File: src/rtl/sd_cmd_sequencer.sv
module sd_cmd_sequencer #(
  parameter int TMO_W       = 16,
  parameter int TMO_DEFAULT = 64
) (
  input  logic         clk,
  input  logic         rst_n,
  input  logic         reg_wr,
  input  logic [3:0]   reg_addr,
  input  logic [31:0]  reg_wdata,
  output logic [31:0]  reg_rdata,
  output logic         go,
  output logic [5:0]   go_index,
  output logic [31:0]  go_arg,
  output logic [1:0]   go_rtype,
  input  logic         rsp_valid,
  input  logic [119:0] rsp_bits,
  input  logic         rsp_crc_err,
  input  logic         rsp_idx_err,
  input  logic         dat_done,
  output logic         ev_done,
  output logic         ev_timeout,
  output logic         ev_crc,
  output logic         ev_index
);
  localparam logic [3:0] A_ARG = 4'd0, A_BLK = 4'd1, A_CMD = 4'd2, A_STAT = 4'd3, A_CTRL = 4'd4;
  localparam logic [3:0] A_RSP0 = 4'd5;
  localparam logic [TMO_W-1:0] LIM_RST = TMO_W'(TMO_DEFAULT);

  logic [31:0]      arg_q, blk_q, cmd_q;
  logic [31:0]      rsp_q [4];
  logic [TMO_W-1:0] tmo_lim, tmo_cnt;
  logic             cmd_inh, dat_inh;
  logic [2:0]       rst_q;

  wire       wr_cmd  = reg_wr && reg_addr == A_CMD;
  wire       wr_ctrl = reg_wr && reg_addr == A_CTRL;
  wire       crs     = rst_q[0] | rst_q[1];
  wire       drs     = rst_q[0] | rst_q[2];
  wire [1:0] new_rt  = reg_wdata[17:16];
  wire       launch  = wr_cmd && !cmd_inh && !crs;
  wire       accept  = rsp_valid && cmd_inh && !crs;
  wire       tmo_hit = cmd_inh && !rsp_valid && !crs && tmo_cnt == TMO_W'(tmo_lim - 1'b1);

  always_comb begin
    reg_rdata = 32'h0;
    case (reg_addr)
      A_ARG:  reg_rdata = arg_q;
      A_BLK:  reg_rdata = blk_q;
      A_CMD:  reg_rdata = cmd_q;
      A_STAT: reg_rdata = {30'h0, dat_inh, cmd_inh};
      A_CTRL: reg_rdata = 32'(tmo_lim) | ({29'h0, rst_q} << 24);
      default:
        if (reg_addr >= A_RSP0 && reg_addr <= A_RSP0 + 4'd3)
          reg_rdata = rsp_q[2'(reg_addr - A_RSP0)];
    endcase
  end

  always_ff @(posedge clk or negedge rst_n) begin
    if (!rst_n) begin
      arg_q <= '0; blk_q <= '0; cmd_q <= '0;
      for (int i = 0; i < 4; i++) rsp_q[i] <= '0;
      tmo_lim <= LIM_RST; tmo_cnt <= '0;
      cmd_inh <= 1'b0; dat_inh <= 1'b0; rst_q <= '0;
      go <= 1'b0; go_index <= '0; go_arg <= '0; go_rtype <= '0;
      ev_done <= 1'b0; ev_timeout <= 1'b0; ev_crc <= 1'b0; ev_index <= 1'b0;
    end else begin
      go         <= launch;
      ev_done    <= (launch && new_rt == 2'd0) || accept;
      ev_timeout <= tmo_hit;
      ev_crc     <= accept && rsp_crc_err && cmd_q[19];
      ev_index   <= accept && rsp_idx_err && cmd_q[20];
      rst_q      <= wr_ctrl ? reg_wdata[26:24] : 3'b000;

      if (reg_wr && reg_addr == A_ARG) arg_q <= reg_wdata;
      if (reg_wr && reg_addr == A_BLK) blk_q <= reg_wdata;
      if (wr_ctrl) tmo_lim <= reg_wdata[TMO_W-1:0];

      if (dat_done) dat_inh <= 1'b0;

      if (launch) begin
        cmd_q    <= reg_wdata;
        go_index <= reg_wdata[29:24];
        go_arg   <= arg_q;
        go_rtype <= new_rt;
        cmd_inh  <= new_rt != 2'd0;
        tmo_cnt  <= '0;
        if (reg_wdata[21] || new_rt == 2'd3) dat_inh <= 1'b1;
      end else if (accept) begin
        cmd_inh  <= 1'b0;
        rsp_q[0] <= rsp_bits[31:0];
        if (cmd_q[17:16] == 2'd1) begin
          rsp_q[1] <= rsp_bits[63:32];
          rsp_q[2] <= rsp_bits[95:64];
          rsp_q[3] <= {8'h0, rsp_bits[119:96]};
        end
      end else if (tmo_hit) begin
        cmd_inh <= 1'b0;
      end else if (cmd_inh) begin
        tmo_cnt <= tmo_cnt + 1'b1;
      end

      if (crs) begin cmd_inh <= 1'b0; tmo_cnt <= '0; end
      if (drs) dat_inh <= 1'b0;
      if (rst_q[0]) begin
        arg_q <= '0; blk_q <= '0; cmd_q <= '0; tmo_lim <= LIM_RST;
        for (int i = 0; i < 4; i++) rsp_q[i] <= '0;
      end
    end
  end

  p_no_relaunch_r4: assert property (@(posedge clk) disable iff (!rst_n)
    (wr_cmd && cmd_inh) |=> !go);
  p_done_xor_tmo_r2: assert property (@(posedge clk) disable iff (!rst_n)
    $onehot0({ev_done, ev_timeout}));
  p_none_no_busy_r2: assert property (@(posedge clk) disable iff (!rst_n)
    (go && go_rtype == 2'd0) |-> !cmd_inh);
  p_tmo_frees_r8: assert property (@(posedge clk) disable iff (!rst_n)
    ev_timeout |-> !cmd_inh);
  p_err_with_done_r7: assert property (@(posedge clk) disable iff (!rst_n)
    (ev_crc || ev_index) |-> ev_done);
  p_selfclear_r10: assert property (@(posedge clk) disable iff (!rst_n)
    (rst_q != 3'b000 && !wr_ctrl) |=> rst_q == 3'b000);
endmodule

File: config.mk
export PLATFORM = sky130hd
export DESIGN_NAME = sd_cmd_sequencer
export DESIGN_NICKNAME = d
export VERILOG_FILES = /design/src/rtl/sd_cmd_sequencer.sv
export SDC_FILE = /design/constraint.sdc
export NUM_CORES = 1
export LEC_CHECK = 0
export BUFFER_PORTS_ARGS = -buffer_cell sky130_fd_sc_hd__buf_2
export CELL_PAD_IN_SITES_DETAIL_PLACEMENT = 2
export CELL_PAD_IN_SITES_GLOBAL_PLACEMENT = 2
export CORE_MARGIN = 2
export CORE_UTILIZATION = 36
export CTS_BUF_LIST = sky130_fd_sc_hd__clkbuf_2 sky130_fd_sc_hd__clkbuf_4 sky130_fd_sc_hd__clkbuf_8
export DETAILED_ROUTE_END_ITERATION = 8
export PLACE_DENSITY = 0.89
export SETUP_SLACK_MARGIN = 0.1
export SYNTH_ARGS = -nofsm -noshare
export SYNTH_HDL_FRONTEND = slang
export SYNTH_SLANG_ARGS = --single-unit
File: constraint.sdc
create_clock -name clk -period 5.5 [get_ports clk]
set_clock_uncertainty 0.2 [all_clocks]
set_input_delay 1.1 -clock clk [delete_from_list [all_inputs] [get_ports clk]]
set_output_delay 1.1 -clock clk [all_outputs]
set_load 0.005 [all_outputs]
==> results.py, run 1 <==
metrics = {
    "outcome": {
        "status": "finished clean",
    },
    "finish": {
        "multi_input_area_um2": 6490,
        "finalInstanceArea_um2": 17300,
        "regArea_um2": 7460,
        "postLayoutCoreUtil": 0.434,
        "drive_gt1_frac": 0.212,
        "fin_nets": 1981,
        "area_delta_synth_final_pct": 18.6,
        "fillers": 4277,
    },
    "flow_run": {
        "max_cap_viol_count": 0,
    },
    "routing": {
        "vias": 14300,
        "drt_wl_total_um": 70300,
        "drtIter0Drc": 1682,
        "dr.pass1.iters": 7,
        "viasPerCell": 6.00,
        "drcViolationCount": 0,
        "wl_per_cell_um": 29.5,
        "detail-route-antenna-nets": 0,
    },
    "clock_tree": {
        "cts_resized": 0,
        "path_clk_slew_ns": 0.07,
        "postCtsSetupRepairBufs": 0,
        "cts_tree": "done",
        "cts_buffers": 51,
        "clock_latency_ns": 0.63,
        "ctsHoldBuffers": 0,
        "cts_num_sinks": 298,
        "cts_buffer_depth": 3,
        "root_buffer": "clkbuf_8",
        "htreeDepth": 2,
    },
    "timing": {
        "min_period_over_period": 0.928,
        "setup_violations": 0,
        "fmax_mhz": 196,
        "final.min_clock_period_ns": 5.10,
        "max_slew_margin": 0.240,
        "hold_slack_ns": 0.264,
        "finalHoldViolations": 0,
        "worst_pin_slew_ns": 1.14,
        "rsz0062_at_grt": "false",
        "slew_violations": 0,
        "fin_tns_setup_ns": 0,
    },
    "power": {
        "vdd_drop_max_v": 0.000229,
        "p_int_mw": 4.99,
        "powerDensity_nw_per_um2": 467,
        "p_seq_frac": 0.450,
        "power.leakage_nw": 8.49,
        "p_clk_frac": 0.290,
        "power_mw": 8.09,
        "p_sw_mw": 3.10,
        "pwr-share-comb": 0.260,
        "switching_share": 0.384,
    },
    "floorplanning": {
        "placementRows": 73,
        "die_area_um2": 42200,
        "die_h_um": 205,
        "die_w_um": 205,
        "core_area_um2": 39900,
        "boundaryPins": 240,
        "floorplan.initialDensity": 0.366,
    },
    "synth": {
        "synthTopCellsByArea": "dfrtp_1 51%, nand2_1 13%, o21ai_0 4.4%",
        "syn_nets": 1801,
        "ys_types": 64,
        "synth_flop_cell": "dfrtp_1",
        "ys_warn_count": 0,
        "async_flop_share": 1.00,
        "syn_avg_cell_area_um2": 8.95,
        "yosys.area.top_type_share": 0.509,
        "yosysSeqAreaShare": 0.511,
        "synth_area_um2": 14600,
        "ys_ff_latch": 298,
        "synth_top_area_cell": "dfrtp_1",
        "synth_enable_flop_cells": 0,
        "syn_inst": 1632,
    },
    "worst_setup_path": {
        "r2r_slack_ns": 1.19,
        "cp_cell_sequence": "buf_2 -> clkinv_1 -> ha_2 -> and3b_1 -> buf_4 -> a22o_1 -> a221oi_1 -> o21ai_0 -> buf_2",
        "crit_type": "input port to output pin",
        "path_max_fanout": 14,
        "r2r_cells": 9,
        "crit_arrival_ns": 3.80,
        "slowest_delay_ns": 0.44,
        "cp-start-kind": "input port",
        "cp-end-kind": "output pin",
        "critPathMostFrequentCell": "buf_2",
        "cp_slowest_cell": "a221oi_1",
        "worst_ep_required_time_ns": 4.20,
        "timing.rr.end": "tmo_cnt[0]",
        "rr_startpoint": "tmo_lim[1]",
    },
    "placed_design": {
        "place.gp.congestion": 0.845,
        "hpwl_um": 40400,
        "io_buffers": 239,
        "placed_area_um2": 16200,
    },
    "global_route": {
        "overflow": 0,
        "grt_util_all_layers": 0.333,
        "grt_pass1_vias": 16000,
        "grt_pass1_wl_um": 106000,
        "antenna_found_initial": 12,
        "grt_start_max_net_pins": 113,
    },
    "worst_hold_path": {
        "holdPathStages": 1,
        "min_path_type": "flip-flop to flip-flop",
        "hold_path_end": "dat_inh",
        "hp-start": "rst_q[2]",
    },
}
-- cell usage after synthesis, types with 4 or more instances --
library cell  number
nand3_1           13
inv_1             36
or3_1             10
a21oi_1          108
mux4_2            24
xor2_1            10
o211ai_1           4
nand2b_1          89
ha_1               6
mux2i_1           10
nand4_1            8
xnor2_1           10
nor3_1             7
a222oi_1          15
o21ai_0          128
a22o_1            27
a221oi_1          15
nand3b_1          59
nand2_1          498
and2_1             6
or4_1              5
nor4_1             6
o21ai_1           12
nor2b_1            5
dfrtp_1          297
clkbuf_1         120
nor2_1            32
and3_1            13
buf_1             10
-- cells in the final DEF, fill, tap and decap left out, types with 3 or more instances in the layout --
cell | netlist | routed
a2111oi_0 | 3 | 3
a21oi_1 | 108 | 107
a221oi_1 | 15 | 15
a222oi_1 | 15 | 15
a22o_1 | 27 | 27
and2_1 | 6 | 6
and3_1 | 13 | 11
buf_12 | 0 | 3
buf_2 | 3 | 238
buf_4 | 1 | 22
clkbuf_4 | 0 | 17
clkbuf_8 | 0 | 66
dfrtp_1 | 297 | 296
diode_2 | 0 | 8
ha_1 | 6 | 5
inv_1 | 36 | 35
mux2i_1 | 10 | 10
mux4_2 | 24 | 24
nand2_1 | 498 | 497
nand2b_1 | 89 | 89
nand3_1 | 13 | 12
nand3b_1 | 59 | 59
nand4_1 | 8 | 8
nor2_1 | 32 | 32
nor2b_1 | 5 | 5
nor3_1 | 7 | 7
nor3b_1 | 3 | 3
nor4_1 | 6 | 6
o211ai_1 | 4 | 4
o21ai_0 | 128 | 128
o21ai_1 | 12 | 12
or3_1 | 10 | 10
or4_1 | 5 | 5
xnor2_1 | 10 | 10
xor2_1 | 10 | 10
-- critical path: cells and delay by family --
family,cells,cell delay [ns]
buffers and inverters,4,0.94
AO/OA/AOI/OAI,3,0.93
adder cells (fa/ha/maj),1,0.41
AND/OR/NAND/NOR,1,0.41
-- state kept, by name (all words and copies together), names as in the netlist, 2 cells and up --
register	flops
arg_q	32
blk_q	32
cmd_q	32
go_arg	32
go_index	6
go_rtype	2
rsp_q	120
rst_q	3
tmo_cnt	16
tmo_lim	16
-- worst max path at each step --
| stage | depth (start not counted) | slack [ns] | start | end |
|---|---|---|---|---|
| global placement | 7 | 0.73 | reg_addr[0] | reg_rdata[31] |
| detailed placement | 9 | 0.57 | reg_addr[0] | reg_rdata[12] |
| CTS | 9 | 0.51 | reg_addr[0] | reg_rdata[12] |
| finish | 9 | 0.40 | reg_addr[0] | reg_rdata[12] |
| floorplan | 9 | 0.34 | reg_addr[0] | reg_rdata[22] |
| global route | 9 | 0.34 | reg_addr[0] | reg_rdata[12] |
-- cells by family (layout without fill, tap and decap cells) --
logic type / Yosys count / in the layout / share of synthesized area
AND/OR/NAND/NOR: 765 / 765 / 0.243
AO/OA/AOI/OAI: 334 / 334 / 0.137
flip-flops: 298 / 298 / 0.511
buffers and inverters: 174 / 389 / 0.0468
multiplexers: 35 / 35 / 0.0447
XOR/XNOR: 20 / 20 / 0.0120
adder cells (fa/ha/maj): 6 / 6 / 0.00514
other: 0 / 8 / 0
-- metrics by stage --
step / setup WS (ns) / cells
floorplan: 0.336 / 1632
global placement: 0.732 / 2284
detailed placement: 0.567 / 2284
CTS: 0.508 / 2372
global route: 0.345 / 2378
finish: 0.398 / 2380
-- per-layer routing --
layer,GRT usage,part of all wire,vias up
met5,0,0.00058,-
met4,0.147,0.045,6
met3,0.0610,0.072,204
met2,0.556,0.49,775
met1,0.422,0.40,7425
li1,-,-,5870
-- power groups by stage --
stage               clock (mW)  combinational (mW)  sequential, mW
floorplan                    0                1.20            3.24
finish                    2.35                2.10            3.64
CTS                       2.34                2.08            3.60
global route              2.44                2.27            3.68
detailed placement           0                1.86            3.54
global placement             0                1.65            3.46
-- area by class of cell --
class / count / area share
Clock buffer: 83 / 0.0598
Antenna cell: 8 / 0.00116
Multi-Input combinational cell: 1160 / 0.375
Inverter: 37 / 0.00802
Sequential cell: 298 / 0.431
Clock inverter: 5 / 0.00470
Timing Repair Buffer: 264 / 0.0827
Tap cell: 525 / 0.0379
Power figures use the tool's default switching activity.
==> run 2, diff against run 1 <==
--- a/config.mk
+++ b/config.mk
@@ -12,6 +12,7 @@
 export CORE_UTILIZATION = 36
 export CTS_BUF_LIST = sky130_fd_sc_hd__clkbuf_2 sky130_fd_sc_hd__clkbuf_4 sky130_fd_sc_hd__clkbuf_8
 export DETAILED_ROUTE_END_ITERATION = 8
+export GPL_TIMING_DRIVEN = 0
 export PLACE_DENSITY = 0.89
 export SETUP_SLACK_MARGIN = 0.1
 export SYNTH_ARGS = -nofsm -noshare
==> constraint.sdc (replaced) <==
create_clock -name clk -period 5.45 [get_ports clk]
set_clock_uncertainty 0.2 [all_clocks]
set_input_delay 1.09 -clock clk [delete_from_list [all_inputs] [get_ports clk]]
set_output_delay 1.09 -clock clk [all_outputs]
set_load 0.005 [all_outputs]
==> results.py, run 2 (synthesized netlist as in run 1, its figures left out) <==
metrics = {
    "global_route": {
        "overflow": 0,
        "use_met2": 0.635,
        "grt_start_max_net_pins": 95,
        "antenna_found_initial": 5,
        "grt_pass1_wl_um": 115000,
        "grt.busiest_layer": "met2",
        "grt.met3_usage": 0.0675,
        "grt_pass1_vias": 17400,
        "grtUsageMet1": 0.434,
        "grt_util_all_layers": 0.371,
    },
    "power": {
        "powerDensity_nw_per_um2": 462,
        "p_int_mw": 5.01,
        "power.leakage_nw": 8.63,
        "p_clk_frac": 0.286,
        "p_seq_frac": 0.440,
        "switching_share": 0.389,
        "p_sw_mw": 3.19,
        "pwr-share-comb": 0.274,
        "vdd_drop_max_v": 0.000286,
    },
    "timing": {
        "max_slew_margin": 0.292,
        "slew_violations": 0,
        "rsz0062_at_grt": "false",
        "final.min_clock_period_ns": 5.33,
        "setup_violations": 0,
        "worst_pin_slew_ns": 1.06,
        "layout_setup_ws_ns": 0.117,
        "fmax_mhz": 188,
        "finalHoldViolations": 0,
        "min_period_over_period": 0.979,
    },
    "worst_setup_path": {
        "rr_startpoint": "tmo_lim[0]",
        "worst_ep_required_time_ns": 4.16,
        "r2r_slack_ns": 1.25,
        "r2r_cells": 13,
        "crit_start": "reg_addr[0]",
        "cp-start-kind": "input port",
        "crit_arrival_ns": 4.04,
        "timing.rr.end": "tmo_cnt[0]",
        "cp-end-kind": "output pin",
        "crit_type": "input port to output pin",
        "path_max_fanout": 10,
    },
    "floorplanning": {
        "floorplan.initialDensity": 0.366,
        "die_w_um": 205,
        "die_area_um2": 42200,
        "placementRows": 73,
        "core_area_um2": 39900,
        "die_h_um": 205,
        "boundaryPins": 240,
    },
    "placed_design": {
        "dpl_worst_slack_ns": -1.65,
        "placed_area_um2": 16500,
        "place.gp.congestion": 0.866,
        "hpwl_um": 47300,
        "io_buffers": 238,
    },
    "finish": {
        "drive_gt1_frac": 0.197,
        "fin_nets": 2097,
        "postLayoutCoreUtil": 0.444,
        "final_cell_mix": "498 x nand2_1, 297 x dfrtp_1, 242 x buf_2",
        "final_common_cell": "nand2_1",
        "regMostFlops": "rsp_q",
        "largest_reg_flops": 120,
        "area_delta_synth_final_pct": 21.5,
        "finalInstanceArea_um2": 17700,
    },
    "routing": {
        "drcViolationCount": 0,
        "drtIter0Drc": 1321,
        "detail-route-antenna-nets": 0,
        "wl_per_cell_um": 30.9,
        "vias": 15100,
        "drt_wl_total_um": 77000,
        "viasPerCell": 6.08,
        "dr.pass1.iters": 7,
    },
    "flow_run": {
        "max_cap_viol_count": 0,
    },
    "clock_tree": {
        "cts_buffers": 53,
        "clock_latency_ns": 0.70,
        "ctsHoldBuffers": 0,
        "cts_tree": "done",
        "cts_num_sinks": 298,
        "path_clk_slew_ns": 0.06,
        "cts_buffer_depth": 3,
        "root_buffer": "clkbuf_8",
        "htreeDepth": 2,
    },
    "worst_hold_path": {
        "min_path_type": "input port to async pin",
    },
    "outcome": {
        "status": "finished clean",
    },
}
==> run 2: cell types whose count changed in the layout (fill, tap and decap cells not counted), sizes merged <==
cell | before | now
clkbuf | 83 | 205
diode | 8 | 1
buf | 264 | 261
bufinv | 2 | 1
clkinvlp | 0 | 1
inv | 37 | 36
==> run 2: stage by stage <==
| stage | setup TNS [ns] | cells | power [mW] | hold slack, ns |
|---|---|---|---|---|
| floorplan | 0 | 1632 | 4.48 | 0.212 |
| global placement | -861.30 | 2395 | 5.16 | 0.216 |
| detailed placement | -53.82 | 2398 | 5.46 | 0.236 |
| CTS | 0 | 2490 | 8.09 | 0.113 |
| global route | 0 | 2490 | 8.48 | 0.147 |
| finish | 0 | 2491 | 8.20 | 0.117 |
==> run 2: routing by layer <==
metal,share of wire,up-vias,routed length (um)
met1,0.38,7813,29100
met3,0.064,327,4960
met2,0.49,878,37900
met4,0.064,6,4950
li1,-,6112,-
met5,0.00055,-,42
==> run 2: final cells by class <==
| cell class | instances | area, um^2 |
|---|---|---|
| fill | 4306 | 22200 |
| tap | 525 | 657 |
| timing repair buffer | 241 | 1280 |
| clock buffer | 88 | 1040 |
| clock inverter | 4 | 47.5 |
| buffer | 137 | 574 |
| inverter | 37 | 144 |
| multi-input combinational | 1160 | 6530 |
| sequential | 298 | 7460 |
| antenna | 1 | 2.50 |
==> run 2: worst max-delay path, stage by stage <==
cell,delay (ns)
buf_2,0.13
buf_6,0.19
buf_8,0.20
clkinv_4,0.14
ha_1,0.24
clkbuf_1,0.22
and2_1,0.20
clkbuf_1,0.14
clkbuf_4,0.24
a222oi_1,0.81
o21ai_1,0.23
buf_2,0.20
==> run 2: how the worst max path moves through the flow <==
stage	to	slack, ns	depth (start not counted)
final	reg_rdata[19]	0.12	12
after global placement	rsp_q[121]	-2.82	1
after floorplan	reg_rdata[22]	0.31	9
after global routing	reg_rdata[17]	0.12	12
after CTS	reg_rdata[9]	0.07	13
after detailed placement	reg_rdata[13]	-1.65	13
==> run 2: repair_timing <==
item                                    CTS  global route
endpoints found under the setup margin   52            22
gates resized for setup                  30             8
pin swaps                                 4             3
setup buffers                             0             0
==> run 2: power by group through the flow <==
stage	registers, mW	logic (mW)	clock network, mW
floorplan	3.27	1.21	0
global placement	3.37	1.79	0
detailed placement	3.47	2.00	0
CTS	3.54	2.21	2.34
global route	3.63	2.43	2.42
finish	3.60	2.24	2.35
==> run 3, diff against run 2 <==
--- a/config.mk
+++ b/config.mk
@@ -8,6 +8,7 @@
 export BUFFER_PORTS_ARGS = -buffer_cell sky130_fd_sc_hd__buf_2
 export CELL_PAD_IN_SITES_DETAIL_PLACEMENT = 2
 export CELL_PAD_IN_SITES_GLOBAL_PLACEMENT = 2
+export CORE_ASPECT_RATIO = 0.5
 export CORE_MARGIN = 2
 export CORE_UTILIZATION = 36
 export CTS_BUF_LIST = sky130_fd_sc_hd__clkbuf_2 sky130_fd_sc_hd__clkbuf_4 sky130_fd_sc_hd__clkbuf_8
==> results.py, run 3 (synthesized netlist as in run 1, its figures left out) <==
metrics = {
    "finish": {
        "area_delta_synth_final_pct": 20.3,
        "largest_reg_flops": 120,
        "regMostFlops": "rsp_q",
        "final_cell_mix": "498 x nand2_1, 297 x dfrtp_1, 241 x buf_2",
        "fillers": 4456,
        "drive_gt1_frac": 0.192,
        "postLayoutCoreUtil": 0.437,
        "fin_nets": 2089,
        "final_common_cell": "nand2_1",
    },
    "placed_design": {
        "io_buffers": 238,
        "hpwl_um": 47500,
        "place.gp.congestion": 0.890,
        "dpl_worst_slack_ns": -1.79,
    },
    "timing": {
        "hold_slack_ns": 0.232,
        "min_period_over_period": 1.06,
        "fmax_mhz": 174,
        "layout_setup_ws_ns": -0.313,
        "finalHoldViolations": 0,
        "max_slew_margin": 0.0659,
        "worst_pin_slew_ns": 1.40,
        "setup_violations": 3,
        "final.min_clock_period_ns": 5.76,
        "slew_violations": 0,
        "fin_tns_setup_ns": -0.661,
    },
    "clock_tree": {
        "cts_buffers": 47,
        "cts_buffer_depth": 3,
        "path_clk_slew_ns": 0.08,
        "cts_num_sinks": 298,
        "htreeDepth": 2,
        "cts_tree": "done",
        "root_buffer": "clkbuf_8",
        "clock_latency_ns": 0.64,
    },
    "flow_run": {
        "max_cap_viol_count": 0,
    },
    "worst_setup_path": {
        "cp-end-kind": "output pin",
        "r2r_cells": 9,
        "worst_ep_required_time_ns": 4.16,
        "crit_type": "input port to output pin",
        "critPathMostFrequentCell": "buf_2",
        "slowest_delay_ns": 1.18,
        "crit_start": "reg_addr[0]",
        "path_max_fanout": 10,
        "cp.buffers_inverters": 7,
        "rr_startpoint": "rst_q[0]",
        "r2r_slack_ns": 0.85,
        "cp-start-kind": "input port",
        "crit_end": "reg_rdata[16]",
        "cp_cell_sequence": "buf_2 -> buf_4 -> buf_8 -> clkinv_4 -> ha_2 -> and2_1 -> clkbuf_1 -> clkbuf_4 -> a222oi_1 -> o21ai_1 -> buf_2",
        "cp_slowest_cell": "a222oi_1",
        "cp.depth": 11,
        "timing.rr.end": "rsp_q[88]",
        "critPathTopFamily": "compound AO/OA/AOI/OAI gates",
        "crit_arrival_ns": 4.47,
    },
    "routing": {
        "wl_per_cell_um": 34.2,
        "drtIter0Drc": 1844,
        "drcViolationCount": 0,
        "drt_wl_total_um": 85400,
        "detail-route-antenna-nets": 0,
        "vias": 16000,
        "dr.pass1.iters": 6,
        "viasPerCell": 6.42,
    },
    "outcome": {
        "status": "complete, but fails checks",
        "failed_checks": "setup timing",
    },
    "power": {
        "vdd_drop_max_v": 0.000151,
        "power_mw": 8.20,
        "powerDensity_nw_per_um2": 467,
        "power.leakage_nw": 8.50,
    },
    "worst_hold_path": {
        "min_path_type": "input port to async pin",
    },
    "floorplanning": {
        "die_w_um": 289,
        "core_area_um2": 40200,
        "placementRows": 52,
        "die_h_um": 146,
        "boundaryPins": 240,
        "die_area_um2": 42300,
        "floorplan.initialDensity": 0.363,
    },
    "global_route": {
        "antenna_found_initial": 12,
        "grt_pass1_wl_um": 114000,
        "grt_util_all_layers": 0.360,
        "grt_pass1_vias": 17100,
        "overflow": 0,
        "grt_start_max_net_pins": 115,
    },
}
==> run 3: cell count changes in the layout (fill, tap and decap cells not counted), sizes merged <==
cell / change
buf: -2
clkinv: -1
diode: +11
clkbuf: -16
bufinv: -1
clkinvlp: +1
==> run 3: how the worst min path moves through the flow <==
stage	startpoint	endpoint	slack [ns]	cells past startpoint
after global routing	rst_n	rsp_q[21]	0.28	1
final	rst_n	rsp_q[102]	0.23	1
after floorplan	rst_q[2]	dat_inh	0.21	1
after CTS	rst_n	rsp_q[19]	0.26	1
after detailed placement	rst_q[2]	dat_inh	0.25	1
after global placement	rst_q[2]	dat_inh	0.24	1
==> run 3: through the flow <==
stage          instance area (um^2)  std cells
2_1_floorplan                 14600       1632
3_3_place_gp                  16500       2410
3_5_place_dp                  16500       2412
4_1_cts                       17500       2487
5_1_grt                       17500       2492
6_report                      17600       2498
==> run 3: final cells by class <==
| cell class | instances | area, um^2 | area share |
|---|---|---|---|
| multi-input combinational | 1160 | 6540 | 0.373 |
| timing repair buffer | 240 | 1260 | 0.0715 |
| clock buffer | 72 | 866 | 0.0493 |
| tap | 540 | 676 | 0.0385 |
| antenna | 12 | 30.0 | 0.00171 |
| sequential | 298 | 7460 | 0.425 |
| inverter | 37 | 144 | 0.00819 |
| clock inverter | 3 | 20.0 | 0.00114 |
| buffer | 136 | 568 | 0.0323 |
==> run 3: report_power, final <==
| part | switching [mW] | internal, mW | total (mW) |
|---|---|---|---|
| clock | 1.14 | 1.00 | 2.14 |
| sequential | 0.728 | 2.94 | 3.66 |
| combinational | 1.56 | 0.828 | 2.39 |
| total | 3.43 | 4.77 | 8.20 |
==> run 3: timing repair <==
item / CTS / global route
endpoints found under the setup margin: 69 / 24
hold buffers: 0 / 0
resized for setup: 28 / 13
pin swaps: 1 / 2
hold endpoints to repair: 0 / 0
buffers inserted: 0 / 0
==> run 3: routing by layer <==
layer	vias to the layer above	track usage	wire, um
met5	-	0	139
met4	16	0.203	7250
met3	552	0.0867	8960
met2	1237	0.590	38800
met1	8149	0.436	30200
li1	6094	-	-
